`config.mk`:
```
export PLATFORM = sky130hd
export DESIGN_NAME = load_diag_seq
export DESIGN_NICKNAME = d
export VERILOG_FILES = /design/src/rtl/diag_seq_pkg.sv /design/src/rtl/diag_tick_timer.sv /design/src/rtl/diag_result_bank.sv /design/src/rtl/load_diag_seq.sv
export SDC_FILE = /design/constraint.sdc
export NUM_CORES = 1
export LEC_CHECK = 0
export BUFFER_PORTS_ARGS = -buffer_cell sky130_fd_sc_hd__buf_2
export CORE_ASPECT_RATIO = 0.7
export CORE_MARGIN = 1.5
export CORE_UTILIZATION = 41
export DETAILED_ROUTE_END_ITERATION = 10
export PLACE_DENSITY = 0.68
export SYNTH_ARGS = -nofsm -noshare
export SYNTH_HDL_FRONTEND = slang
export SYNTH_SLANG_ARGS = --single-unit
```
`constraint.sdc`:
```
create_clock -name clk -period 4.43 [get_ports clk]
set_input_delay 0.6645 -clock clk [delete_from_list [all_inputs] [get_ports clk]]
set_output_delay 0.6645 -clock clk [all_outputs]
set_load 0.05 [all_outputs]
```
`src/rtl/diag_seq_pkg.sv`:
```
package diag_seq_pkg;

    localparam int unsigned NUM_TESTS = 4;

    typedef enum logic [1:0] {
        ST_IDLE   = 2'd0,
        ST_SYNC   = 2'd1,
        ST_TEST   = 2'd2,
        ST_SETTLE = 2'd3
    } seq_state_e;

    // test index equals the status bit position it fills
    typedef enum logic [1:0] {
        T_GND   = 2'd0,
        T_SUP   = 2'd1,
        T_OPEN  = 2'd2,
        T_SHORT = 2'd3
    } test_e;

    function automatic logic [NUM_TESTS-1:0] test_onehot(input test_e t);
        logic [NUM_TESTS-1:0] v;
        v = '0;
        v[t] = 1'b1;
        return v;
    endfunction

endpackage

```
`src/rtl/diag_tick_timer.sv`:
```
module diag_tick_timer #(
    parameter int unsigned CNT_W = 8
) (
    input  logic             clk,
    input  logic             rst_n,
    input  logic             restart,
    input  logic             tick,
    input  logic [CNT_W-1:0] limit,
    output logic             expire
);

    logic [CNT_W-1:0] cnt_d, cnt_q;

    always_comb begin
        expire = tick && !restart && ((cnt_q + CNT_W'(1)) == limit);
        cnt_d  = cnt_q;
        if (restart || expire) begin
            cnt_d = '0;
        end else if (tick) begin
            cnt_d = cnt_q + CNT_W'(1);
        end
    end

    always_ff @(posedge clk or negedge rst_n) begin
        if (!rst_n) begin
            cnt_q <= '0;
        end else begin
            cnt_q <= cnt_d;
        end
    end

endmodule

```
`src/rtl/diag_result_bank.sv`:
```
module diag_result_bank
    import diag_seq_pkg::*;
#(
    parameter int unsigned NUM_CH = 4,
    localparam int unsigned SEL_W = (NUM_CH > 1) ? $clog2(NUM_CH) : 1
) (
    input  logic                 clk,
    input  logic                 rst_n,
    input  logic                 clear,
    input  logic                 capture,
    input  test_e                test_idx,
    input  logic [NUM_CH-1:0]    flags,
    input  logic [NUM_CH-1:0]    mask,
    input  logic [SEL_W-1:0]     rd_sel,
    output logic [NUM_TESTS-1:0] rd_word
);

    logic [NUM_TESTS-1:0] word_q [NUM_CH];

    for (genvar c = 0; c < NUM_CH; c++) begin : g_ch
        logic [NUM_TESTS-1:0] row_d, row_q;

        always_comb begin
            row_d = row_q;
            if (clear) begin
                row_d = '0;
            end else if (capture) begin
                row_d[test_idx] = flags[c] & mask[c];
            end
        end

        always_ff @(posedge clk or negedge rst_n) begin
            if (!rst_n) begin
                row_q <= '0;
            end else begin
                row_q <= row_d;
            end
        end

        assign word_q[c] = row_q;
    end

    always_comb begin
        rd_word = '0;
        for (int c = 0; c < NUM_CH; c++) begin
            if (rd_sel == SEL_W'(c)) begin
                rd_word = word_q[c];
            end
        end
    end

endmodule

```
`src/rtl/load_diag_seq.sv`:
```
module load_diag_seq
    import diag_seq_pkg::*;
#(
    parameter int unsigned NUM_CH       = 4,
    parameter int unsigned SYNC_TICKS   = 100,
    parameter int unsigned PHASE_TICKS  = 50,
    parameter int unsigned SETTLE_TICKS = 150,
    localparam int unsigned SEL_W = (NUM_CH > 1) ? $clog2(NUM_CH) : 1
) (
    input  logic                 clk,
    input  logic                 rst_n,
    input  logic                 ms_tick,
    input  logic                 start_req,
    input  logic [NUM_CH-1:0]    hiz_ch,
    input  logic [NUM_CH-1:0]    diag_flag,
    input  logic [SEL_W-1:0]     rd_ch,
    output logic [NUM_TESTS-1:0] rd_status,
    output logic [NUM_TESTS-1:0] phase_sel,
    output logic                 sync_win,
    output logic                 settle_win,
    output logic                 busy,
    output logic                 full_level,
    output logic                 done
);

    localparam int unsigned MAX_A = (SYNC_TICKS > PHASE_TICKS) ? SYNC_TICKS : PHASE_TICKS;
    localparam int unsigned MAX_T = (MAX_A > SETTLE_TICKS) ? MAX_A : SETTLE_TICKS;
    localparam int unsigned CNT_W = $clog2(MAX_T + 1);

    typedef struct packed {
        seq_state_e        state;
        test_e             test;
        logic [NUM_CH-1:0] mask;
        logic              full;
        logic              done;
    } seq_regs_t;

    seq_regs_t        r_d, r_q;
    logic             start_ok;
    logic             tmr_restart;
    logic             tmr_expire;
    logic [CNT_W-1:0] tmr_limit;
    logic             res_clear;
    logic             res_capture;
    test_e            last_test;

    diag_tick_timer #(.CNT_W(CNT_W)) timer_i (
        .clk     (clk),
        .rst_n   (rst_n),
        .restart (tmr_restart),
        .tick    (ms_tick),
        .limit   (tmr_limit),
        .expire  (tmr_expire)
    );

    diag_result_bank #(.NUM_CH(NUM_CH)) bank_i (
        .clk      (clk),
        .rst_n    (rst_n),
        .clear    (res_clear),
        .capture  (res_capture),
        .test_idx (r_q.test),
        .flags    (diag_flag),
        .mask     (r_q.mask),
        .rd_sel   (rd_ch),
        .rd_word  (rd_status)
    );

    always_comb begin
        r_d         = r_q;
        r_d.done    = 1'b0;
        res_clear   = 1'b0;
        res_capture = 1'b0;
        tmr_restart = 1'b0;
        start_ok    = start_req && (r_q.state == ST_IDLE) && (|hiz_ch);
        last_test   = r_q.full ? T_SHORT : T_SUP;

        case (r_q.state)
            ST_SYNC:   tmr_limit = CNT_W'(SYNC_TICKS);
            ST_TEST:   tmr_limit = CNT_W'(PHASE_TICKS);
            ST_SETTLE: tmr_limit = CNT_W'(SETTLE_TICKS);
            default:   tmr_limit = CNT_W'(1);
        endcase

        case (r_q.state)
            ST_IDLE: begin
                if (start_ok) begin
                    r_d.state   = ST_SYNC;
                    r_d.test    = T_GND;
                    r_d.mask    = hiz_ch;
                    r_d.full    = &hiz_ch;
                    res_clear   = 1'b1;
                    tmr_restart = 1'b1;
                end
            end
            ST_SYNC: begin
                if (tmr_expire) begin
                    r_d.state = ST_TEST;
                end
            end
            ST_TEST: begin
                if (tmr_expire) begin
                    res_capture = 1'b1;
                    if (r_q.test == last_test) begin
                        r_d.state = ST_SETTLE;
                    end else begin
                        r_d.test = test_e'(r_q.test + 2'd1);
                    end
                end
            end
            ST_SETTLE: begin
                if (tmr_expire) begin
                    r_d.state = ST_IDLE;
                    r_d.done  = 1'b1;
                end
            end
            default: r_d.state = ST_IDLE;
        endcase
    end

    always_ff @(posedge clk or negedge rst_n) begin
        if (!rst_n) begin
            r_q <= '{state: ST_IDLE, test: T_GND, mask: '0, full: 1'b0, done: 1'b0};
        end else begin
            r_q <= r_d;
        end
    end

    assign busy       = (r_q.state != ST_IDLE);
    assign sync_win   = (r_q.state == ST_SYNC);
    assign settle_win = (r_q.state == ST_SETTLE);
    assign phase_sel  = (r_q.state == ST_TEST) ? test_onehot(r_q.test) : '0;
    assign full_level = r_q.full;
    assign done       = r_q.done;

endmodule

```
* After elaboration in Yosys (flattened, before gate mapping)
Cells that the tools add are included.
** Storage, ports and cells
- Output and inout port bits :: 13
- Memories kept :: 0
- Register bits :: 34
- Latch bits :: 0
- RAM bits :: 0
- Input bits :: 14
- Word-level logic and storage cells :: 86
- ROM bits :: 0
** Cells by class
- Shift operators :: 0
- $lt $le $gt $ge :: 2
- Reductions and logical operators :: 18
- Multiplexer cells :: 36
- Multipliers :: 0
- Div/mod/pow operators :: 0
- Bitwise logic cells :: 4
- Equal/unequal tests :: 14
- Add/subtract/negate cells :: 2
** Operators with widths (number)
- two-way mux 4 bit :: 14
- one-hot mux 8 bit (3 select lines) :: 1
- bitwise mux 4 bit :: 4
- two-way mux 8 bit :: 2
- two-way mux 2 bit :: 5
- two-way mux 9 bit :: 1
- adder 8 x 1 -> 8 bit, second input constant :: 1
- equality test 2 bit, second input constant :: 4
- equality test 8 bit :: 1
- one-hot mux 2 bit (4 select lines) :: 1
- AND reduction 4 bit :: 2
- nonzero test 2 bit :: 4
- two-way mux 1 bit :: 6
- != test 2 x 1 -> 1 bit, second input constant :: 3
- != test 2 bit, second input constant :: 3
- logical AND 1 bit :: 5
- AND reduction 5 bit :: 1
- AND 1 bit :: 4
- equality test 2 x 1 -> 1 bit, second input constant :: 2
- zero test 2 bit :: 2
- one-hot mux 2 bit (2 select lines) :: 1
- OR reduction 4 bit :: 1
- < comparator 2 x 3 -> 1 bit, second input constant :: 1
- adder 2 x 1 -> 2 bit, second input constant :: 1
- 6 further kinds :: 6

* Logic depth before layout (Yosys ltp)
Gate-level depths: netlist (run 1).
- Depth after elaboration :: 12
- Mapped depth :: 10

* Hierarchy
A second synthesis (run 1) with hierarchy kept.
** Second synthesis, totals
- Cell total of the unflattened synthesis :: 196
- Area total of the unflattened synthesis :: 2139.6 um2
** By module, submodules not included
- diag_result_bank :: area an instance 822.0 um2, cells each 63, times used 1
- load_diag_seq :: area an instance 675.6 um2, cells each 64, times used 1
- diag_tick_timer :: area an instance 641.9 um2, cells each 69, times used 1

* Least setup slack after synthesis (run 1)
Ideal clock, no wire load.
- Kind :: register -> register
- From :: reg r_q[8] (netlist bit)
- To :: reg bank_i.g_ch[0].row_q[2]
- Data required time :: 4304 ps
- Library setup time :: 126 ps
- Setup slack :: 2138 ps
- Cell stages (with the launch flop) :: 8
- Data arrival time :: 2166 ps
- Period minus slack after synthesis :: 2292 ps
- Cell sequence :: dfrtp_1 -> ha_1 -> nor2_1 -> xnor3_1 -> a221oi_2 -> buf_6 -> nand4_4 -> mux2i_1
** Between the ends
- Elaborated cells on any way between the ends :: 17
- Classes of those cells :: eq/ne (4); mux (6); reduce/logical (7)
** RTL lines
- start: declaration :: line load_diag_seq.sv:38 : seq_regs_t r_d, r_q;
- start signal: assignment :: line load_diag_seq.sv:122 : r_q <= '{state: ST_IDLE, test: T_GND, mask: '0, full: 1'b0, done: 1'b0};
- start signal: assignment :: line load_diag_seq.sv:124 : r_q <= r_d;
- equality test 2 bit
- via settle_win :: line load_diag_seq.sv:20 : output logic settle_win,
- one-hot mux 8 bit (3 select lines) :: line load_diag_seq.sv:77 : case (r_q.state)
- equality test 8 bit :: line diag_tick_timer.sv:15 : expire = tick && !restart && ((cnt_q + CNT_W'(1)) == limit);
- logical AND 1 bit :: line diag_tick_timer.sv:15
- two-way mux 1 bit :: line load_diag_seq.sv:101 : if (tmr_expire) begin
- two-way mux 1 bit :: line load_diag_seq.sv:84 : case (r_q.state)
- nonzero test 2 bit (no source line)
- end signal: assignment :: line diag_result_bank.sv:36 : row_q <= row_d;
- end: declaration :: line diag_result_bank.sv:21 : logic [NUM_TESTS-1:0] row_d, row_q;
The timed path passes the listed nets, and every way through them passes these cells.
A chain may end at the register's enable or synchronous reset.

* Worst setup path in the final report (run 1)
- From :: reg r_q[8] (netlist bit)
- To :: reg r_q[9] (netlist bit)
** Between the ends
- Longest elaborated chain between the ends :: 10
- Elaborated cells on any way between the ends :: 20
- Classes of those cells :: eq/ne (9); mux (4); reduce/logical (7)
** Ends and longest elaborated chain
- branches (longest 10 deep; another with one-hot mux 8 bit (3 select lines))
Several ways; the timed one is not identified.

==> results of run 1 <==
[sequential cells by signal, indices dropped and copies added (netlist names)]
signal             cells
done                   1
bank_i.g_ch.row_q     16
full_level             1
r_q                    8
timer_i.cnt_q          8
[cell usage in the layout (no fill, tap or decap), types with 5 or more instances in the layout]
master	netlist	final
nand2_1	35	35
inv_1	6	6
xor2_1	10	10
buf_2	2	26
nor2_1	5	5
ha_1	10	10
nand3_1	11	11
mux2i_1	17	17
xnor2_1	7	7
dfrtp_1	34	34
and2_2	5	5
nor3_1	10	10
clkbuf_8	1	6
[cell usage after synthesis (2+ instances only)]
cell	number	area share, %
a211oi_1	2	0.68
a221oi_2	2	1.4
a32o_1	2	0.91
and2_1	2	0.57
and2_2	5	1.7
buf_2	2	0.45
buf_4	2	0.68
buf_6	3	1.5
clkbuf_1	5	0.85
dfrtp_1	34	39
ha_1	10	5.7
inv_1	6	1.0
mux2i_1	17	7.7
mux4_2	4	4.1
nand2_1	35	6.0
nand3_1	11	2.5
nand4_1	4	1.1
nand4_4	4	3.9
nor2_1	5	0.85
nor3_1	10	2.3
nor4_2	2	1.1
xnor2_1	7	2.8
xor2_1	10	4.0
[metrics by stage]
stage	setup WS (ns)	area, um2	util, %
after floorplan	2.138	2207	-
after global placement	1.885	2354	45.24
after detailed placement	1.758	2354	45.24
after CTS	1.749	2449	47.07
after global routing	1.522	2449	47.07
final	1.782	2449	47.07
[worst paths after layout]
check / startpoint / endpoint / slack (ns) / cells past startpoint
worst min-delay path: rst_n / bank_i.g_ch[0].row_q[1] / 0.43 / 1
max in group asynchronous: rst_n / bank_i.g_ch[0].row_q[3] / 3.49 / 1
worst max register to register: r_q[8] / r_q[9] / 1.78 / 8
worst max-delay path: r_q[8] / r_q[9] / 1.78 / 8
min in group clk: r_q[5] / r_q[5] / 0.47 / 2
worst min register to register: r_q[5] / r_q[5] / 0.47 / 2
[worst register-to-register path, stage by stage, from the launching register on]
cell      delay (ns)
dfrtp_1         0.43
inv_1           0.10
ha_1            0.37
nor2_1          0.28
xnor3_1         0.36
a221oi_2        0.17
buf_4           0.26
and3_2          0.35
o311ai_0        0.18
[kinds of logic (layout without fill, tap and decap cells)]
family | Yosys count | after routing | share of synthesized area (%)
buffers and inverters | 20 | 43 | 5.385
xor gates and xnor gates | 18 | 18 | 7.766
muxes | 22 | 22 | 12.30
adders and majority gates | 10 | 10 | 5.669
and+or+nand+nor | 83 | 83 | 21.77
AOI/OAI and AO/OA | 21 | 21 | 8.560
DFF | 34 | 34 | 38.55
[per-layer routing]
layer  wire (um)  GRT usage [%]  vias up
li1            -              -      792
met1        2311          25.97      767
met2        1950          25.38       40
met3         248          3.333        5
met4          67          7.143        0
met5           0              0        -
[where the power goes]
group / internal (W) / leakage, nW / switching (W) / total, W
clock network: 0.000125 / 0.0472 / 0.000120 / 0.000245
logic: 0.000286 / 0.694 / 0.000482 / 0.000768
registers: 0.000368 / 0.457 / 0.0000697 / 0.000438
total: 0.000779 / 1.20 / 0.000671 / 0.00145
[layout make-up]
cell class / count / area share (%)
inverter: 6 / 0.9198
multi-input combinational: 154 / 50.54
clock inverter: 2 / 0.5110
clock buffer: 6 / 3.373
tap: 72 / 3.679
timing repair buffer: 29 / 6.234
sequential: 34 / 34.75
==> summary.txt, run 1 <==
MaxCap Viol Count = 0
Syn Nets = 232
Final wirelength = 4.577 mm
Fin Setup TNS = 0 ns
Hold_buf cts = 0
HP Class = input port to async pin
EDFF count, synth = 0
Via/cell ratio = 5.294
CP Cell Sequence = inv_1, ha_1, nor2_1, xnor3_1, a221oi_2, buf_4, and3_2, o311ai_0
Vias = 1,604
Final Hold Vio Count = 0
CTS resizes = 0
Sequential area share after synthesis = 38.55%
Number of remaining DRC errors = 0
Largest net degree at the start of global routing = 35
Placer congestion estimate = 0.7536
Worst path slowest cell = dfrtp_1
Placed cells = 295
Starting DRT DRC Count = 106
Distinct cell type count after synthesis = 47
TritonRoute pass-1 iters = 4
Die ar. = 5839 um2
Clock sink count = 34
Die Height = 64.39 um
Mapped cell area = 2207 um2
Ant diodes = 0
Crit path max fanout = 14
TritonCTS Buffers = 5
Finished Layout Cells = 303
Clk root buf = clkbuf_8
CP Data Required Time = 4.57 ns
Slew headroom = 48.35%
Setup crit end kind = flop
Crit path DAT = 2.79 ns
First-pass GRT wire length = 7.921 mm
RSZ-0062 raised after global routing = no
Fin crit share = 59.77%
Kind of critical path = flop to flop
Synth Flop Type = dfrtp_1
Total Nets Final = 254
I/O pin total = 27
Crit path launch type = flop
Outcome = finished clean
Core Footprint = 5202 um2
Final Hold Slack = 0.4337 ns
Flops & latches, synth = 34
Clock transition at path regs = 0.08 ns
Initial core utilization = 42.42%
DP HPWL = 3.324 mm
Total power = 0.001450 W
CTS Buffer Depth = 2
Tmin final = 2.648 ns
Total gr overflow = 0
Async SR Flop Fraction = 100.0%
Initial antenna violation count = 0
Final setup fails = 0
Max Clk Rate = 377.7 MHz
Avg Cell Area, Syn = 10.61 um2
Final-report max-slew violation count = 0
Postcts setup bufs = 0
Area of the multi-input gates = 1237 um2
Clk_skew = 0.006324 ns
WP buf/inv = 2
Skew-Pair Late Insertion Delay = 0.29 ns
Die Span X = 90.70 um
I/O Buffers = 26
Syn. warnings = 0
Layout cells sized above 1 = 26.41%
Tightest Pin Transition = 0.7747 ns
CP peak stage delay = 0.43 ns
Routed Antenna Nets = 0
Layout fillers = 498
VDD IR-drop max = 0.2878 mV
GRT Overall Usage = 17.68%
Power per cell area = 592.2 nW/um2
Sequential cell area = 850.8 um2
CTS tree = yes
Area delta synth->final = 10.94%
Htree depth = 2
Leak Pwr = 1.198 nW
Rows = 22
Vias in the first global route = 1,532
Drt wl/cell = 15.11 um
Crit path max-delay family = simple AND/OR/NAND/NOR gates
Syn Inst Count = 208
No activity file was read; power rests on OpenSTA's default activity.
==> inputs of run 2 (changes only) <==
- ABC_AREA: not set -> 1
- clock period: 4.43 -> 2.7 ns (I/O delays scaled with it)
==> run 2 against run 1 <==
Clock-buffer cell count shrank 1. Flip-flop and latch count is the same. Wire length grew 8.6%. Fmax grew 14%. Power grew 49%. Worst hold slack lost 0.23 ns. Register-to-register slack lost 1.4 ns. Combinational power grew 42%. Largest power group unchanged.
==> summary.txt, run 2 <==
Layout cells sized above 1 = 15.94%
Placer congestion estimate = 0.8541
Final setup fails = 0
Async SR Flop Fraction = 100.0%
CP peak stage delay = 0.40 ns
Ranking of synthesized cells by area = dfrtp_1 39%, nand2_1 22%, nand3_1 6.7%, ha_1 5.8%, inv_1 5.5%
Crit path launch type = flop
Power per cell area = 879.6 nW/um2
Internal power = 0.001110 W
TritonRoute pass-1 iters = 4
Clock transition at path regs = 0.07 ns
Die Span X = 90.05 um
Die ar. = 5757 um2
Via/cell ratio = 4.845
Worst path slowest cell = dfrtp_1
Crit-path most repeated cell = nand2_1
Post-synth top cells = 128 x nand2_1, 34 x dfrtp_1, 32 x inv_1
Sw frac = 48.47%
Ant diodes = 0
Distinct cell type count after synthesis = 25
Tmin final = 2.323 ns
Clk root buf = clkbuf_8
Most common cell in the netlist = nand2_1
Leak Pwr = 1.359 nW
Fin Setup TNS = 0 ns
Kind of critical path = flop to flop
Final Hold Vio Count = 0
Clk_skew = 0.007335 ns
Synth Flop Type = dfrtp_1
EDFF count, synth = 0
Drt wl/cell = 12.01 um
Total Nets Final = 369
Biggest register = bank_i.g_ch.row_q
Crit path DAT = 2.49 ns
DP HPWL = 3.820 mm
Rows = 21
Largest net degree at the start of global routing = 35
Max Clk Rate = 430.4 MHz
Setup crit end kind = flop
Htree depth = 2
Clock Power Share = 16.5%
Syn Nets = 340
Clock sink count = 34
CTS Buffer Depth = 2
Area of the multi-input gates = 1154 um2
Flops & latches, synth = 34
Syn Inst Count = 316
MaxCap Viol Count = 0
Crit path max fanout = 12
Vias = 2,006
Skew-Pair Late Insertion Delay = 0.28 ns
Final Hold Slack = 0.2057 ns
Core Footprint = 4940 um2
HP Class = input port to async pin
Outcome = finished clean
Top-area cell type share of the netlist area = 39.13%
First-pass GRT wire length = 8.797 mm
Sequential power share = 33.1%
Max reg flops = 16
I/O Buffers = 26
Pre-CTS setup slack = 0.3834 ns
Number of remaining DRC errors = 0
Starting DRT DRC Count = 151
Cell taking the most area after synthesis = dfrtp_1
Initial antenna violation count = 0
Commonest non-fill, non-tap cell in the layout = nand2_1
Initial core utilization = 44.02%
Total gr overflow = 0
Largest registers = bank_i.g_ch.row_q: 16 flops, r_q: 8 flops, timer_i.cnt_q: 8 flops
Mapped cell area = 2175 um2
Tightest Pin Transition = 0.7822 ns
Area delta synth->final = 12.66%
GRT Overall Usage = 19.24%
Fin crit share = 86.04%
Layout fillers = 502
TritonCTS Buffers = 5
Postcts setup bufs = 0
Most frequent cells in the layout = 128 x nand2_1, 34 x dfrtp_1, 32 x inv_1
Combinational share of power = 50.4%
Slew headroom = 47.85%
Final wirelength = 4.972 mm
Avg Cell Area, Syn = 6.882 um2
Hold_buf cts = 0
RSZ-0062 raised after global routing = no
Worst Slack Setup Final = 0.3768 ns
CTS tree = yes
Routed Antenna Nets = 0
Total power = 0.002155 W
CP Cell Sequence = inv_1, ha_1, nand2_1, inv_1, nand2_1, nand3_1, nor2_2, nand3_2, nor2_8, nor2_2, nor2_4, nand2_1, nand2_1, nand2_1
Vias in the first global route = 1,897
Final-report max-slew violation count = 0
Sequential area share after synthesis = 39.13%
P_sw = 0.001044 W
Syn. warnings = 0
VDD IR-drop max = 0.3936 mV
I/O pin total = 27
Sequential cell area = 850.8 um2
CP Data Required Time = 2.87 ns
Die Height = 63.93 um
CTS resizes = 0
run 2: cell types whose count changed after synthesis, moves of 10 or more:
cell,change
inv_1,+26
mux2i_1,-17
nand2_1,+93
nand3_1,+18
nor2_1,+24
o21ai_0,+13
xor2_1,-10
run 2: metal layers:
layer,vias to the layer above,global-route usage [%],share of wire (%)
met5,-,0,0
met4,0,5.556,0.76
met3,2,4.048,7.8
met2,52,27.37,37
met1,912,29.04,54
li1,1040,-,-
run 2: metrics by stage:
step                instances  instance area (um2)  utilization [%]
finish                    414                 2450            49.59
detailed placement        407                 2371            48.00
CTS                       414                 2450            49.59
global route              414                 2450            49.59
global placement          407                 2371            48.00
floorplan                 316                 2175                -
run 2: final timing paths:
path                                start               end  slack [ns]  cells past startpoint
worst min-delay path                rst_n  timer_i.cnt_q[3]        0.21                      1
min in group clk                hiz_ch[0]            r_q[2]        0.36                      3
worst max register to register     r_q[8]            r_q[7]        0.38                     14
max in group asynchronous           rst_n        full_level        2.00                      1
worst min register to register     r_q[3]            r_q[3]        0.48                      2
worst max-delay path               r_q[8]            r_q[7]        0.38                     14
run 2: final cells by class:
type                       count  area share [%]
clock buffer                   5           2.809
sequential                    34           34.73
tap                           69           3.524
clock inverter                 2          0.4086
inverter                      40           6.129
multi-input combinational    238           47.09
timing repair buffer          26           5.312
run 2: critical path: cells and delay by family, from the launching register on:
kind | cells | cell delay (ns)
flops | 1 | 0.40
buf+inv | 2 | 0.15
fa+ha+maj | 1 | 0.23
simple gates | 11 | 1.41
run 2: cells by family (layout without fill, tap and decap cells):
kind of cell	Yosys count	after routing	synth area share, %
buf+inv	44	73	7.825
fa+ha+maj	10	10	5.754
compound gates	24	24	6.444
flops	34	34	39.13
simple gates	204	204	40.85
run 2: power groups by stage:
stage / sequential (W) / combinational, W / clock [W]
after floorplan: 0.000705 / 0.000861 / 0
after detailed placement: 0.000721 / 0.00108 / 0
final: 0.000714 / 0.00109 / 0.000355
after global routing: 0.000733 / 0.00124 / 0.000386
after CTS: 0.000714 / 0.00109 / 0.000363
after global placement: 0.000721 / 0.00107 / 0
==> inputs of run 3 (changes only) <==
- CAP_MARGIN: not set -> 20
- CORE_UTILIZATION: 41 -> 51
- MAX_ROUTING_LAYER: not set -> met4
- PLACE_DENSITY: 0.68 -> 0.79
==> run 3 against run 2 <==
Sequential power is essentially flat. Clock power up 26%. Wire length down 0.38%. Critical path type unchanged.
==> summary.txt, run 3 (synthesized netlist as in run 2, its figures left out) <==
Total Nets Final = 369
Biggest register = bank_i.g_ch.row_q
Die Span X = 81.05 um
Vias in the first global route = 1,812
R2R Path End = r_q[7]
Tightest Pin Transition = 0.7969 ns
Placer congestion estimate = 0.8717
Fin crit share = 87.44%
Largest registers = bank_i.g_ch.row_q: 16 flops, r_q: 8 flops, timer_i.cnt_q: 8 flops
HP Class = input port to async pin
Clk root buf = clkbuf_8
Vias = 2,060
Critical R2R Launch = r_q[8]
GRT Overall Usage = 25.17%
Final setup fails = 0
CTS resizes = 0
Hold_buf cts = 0
Layout fillers = 370
Die Height = 57.63 um
Largest net degree at the start of global routing = 35
Worst Slack Setup Final = 0.3391 ns
Total gr overflow = 0
Initial core utilization = 54.45%
Starting DRT DRC Count = 132
Clock sink count = 34
Commonest non-fill, non-tap cell in the layout = nand2_1
Routed Antenna Nets = 0
First-pass GRT wire length = 8.480 mm
I/O pin total = 27
Core Footprint = 3994 um2
Number of remaining DRC errors = 0
Final-report max-slew violation count = 0
Crit path DAT = 2.54 ns
Clk_skew = 0.007140 ns
Kind of critical path = flop to flop
CP Data Required Time = 2.88 ns
CTS Buffer Depth = 2
Max reg flops = 16
Slew headroom = 46.87%
Layout cells sized above 1 = 16.18%
R2R setup slack = 0.34 ns
Pre-CTS setup slack = 0.3729 ns
Rows = 19
VDD IR-drop max = 0.4963 mV
Die ar. = 4671 um2
CTS tree = yes
Setup crit end kind = flop
Worst Setup SP = r_q[8]
Clock transition at path regs = 0.07 ns
Crit path max fanout = 12
DP HPWL = 3.848 mm
Initial antenna violation count = 0
Leak Pwr = 1.372 nW
Tmin final = 2.361 ns
Most frequent cells in the layout = 128 x nand2_1, 34 x dfrtp_1, 32 x inv_1
Ant diodes = 0
Postcts setup bufs = 0
Max Clk Rate = 423.6 MHz
Final wirelength = 4.953 mm
Crit path launch type = flop
Via/cell ratio = 5.176
Power per cell area = 920.4 nW/um2
Drt wl/cell = 12.44 um
Worst R2R Path Depth = 14
Final Hold Vio Count = 0
Area delta synth->final = 13.12%
TritonRoute pass-1 iters = 4
RSZ-0062 raised after global routing = no
MaxCap Viol Count = 0
Htree depth = 2
TritonCTS Buffers = 5
I/O Buffers = 26
Outcome = finished clean
Fin Setup TNS = 0 ns
Skew-Pair Late Insertion Delay = 0.29 ns
## run 3: cell count changes in the layout (fill, tap and decap cells not counted)
cell and change:
clkbuf_8 +3, clkinv_2 -2
## run 3: layout make-up
type                    count  area [um2]  share of cell area, %
repair buffers             26       130.1                  5.290
clock buffers               8       110.1                  4.476
inverters                  40       150.1                  6.104
flip-flops and latches     34       850.8                  34.59
multi-input cells         238        1154                  46.90
well taps                  52       65.06                  2.645
## run 3: report_power, final
group	leakage (nW)	switching [W]	internal (W)
Clock	0.0575	0.000190	0.000258
Sequential	0.460	0.0000923	0.000622
Combinational	0.855	0.000785	0.000317
Total	1.37	0.00107	0.00120
## run 3: how the worst max path moves through the flow
stage                         to  slack (ns)  cells after the start
after CTS                 r_q[7]        0.35                     14
after detailed placement  r_q[7]        0.37                     15
after global routing      r_q[7]        0.13                     14
final                     r_q[7]        0.34                     14
after floorplan           r_q[6]        0.50                     13
after global placement    r_q[7]        0.50                     14
## run 3: layer usage
metal	global-route usage (%)	share of wire [%]	wire length (um)	vias up
met3	5.827	6.4	318	2
met4	7.882	0.55	27	0
met1	38.77	53	2645	950
met5	-	0	0	-
li1	-	-	-	1049
met2	32.14	40	1962	59
## run 3: critical path, stage by stage (launching register included)
cell and delay [ns]:
dfrtp_1 0.40, inv_1 0.10, ha_1 0.22, nand2_1 0.06
inv_1 0.06, nand2_1 0.29, nand3_1 0.14, nor2_2 0.15
nand3_2 0.13, nor2_8 0.22, nor2_2 0.07, nor2_4 0.16
nand2_1 0.11, nand2_1 0.08, nand2_1 0.05
## run 3: stage by stage
stage	util, %	hold slack, ns	cells	cell area [um2]	total power [W]
after CTS	61.59	0.2145	398	2460	0.002263
after global placement	58.83	0.4617	390	2350	0.001783
after detailed placement	58.83	0.4620	390	2350	0.001815
after floorplan	-	0.1094	316	2175	0.001566
after global routing	61.59	0.2444	398	2460	0.002445
final	61.59	0.1937	398	2460	0.002264
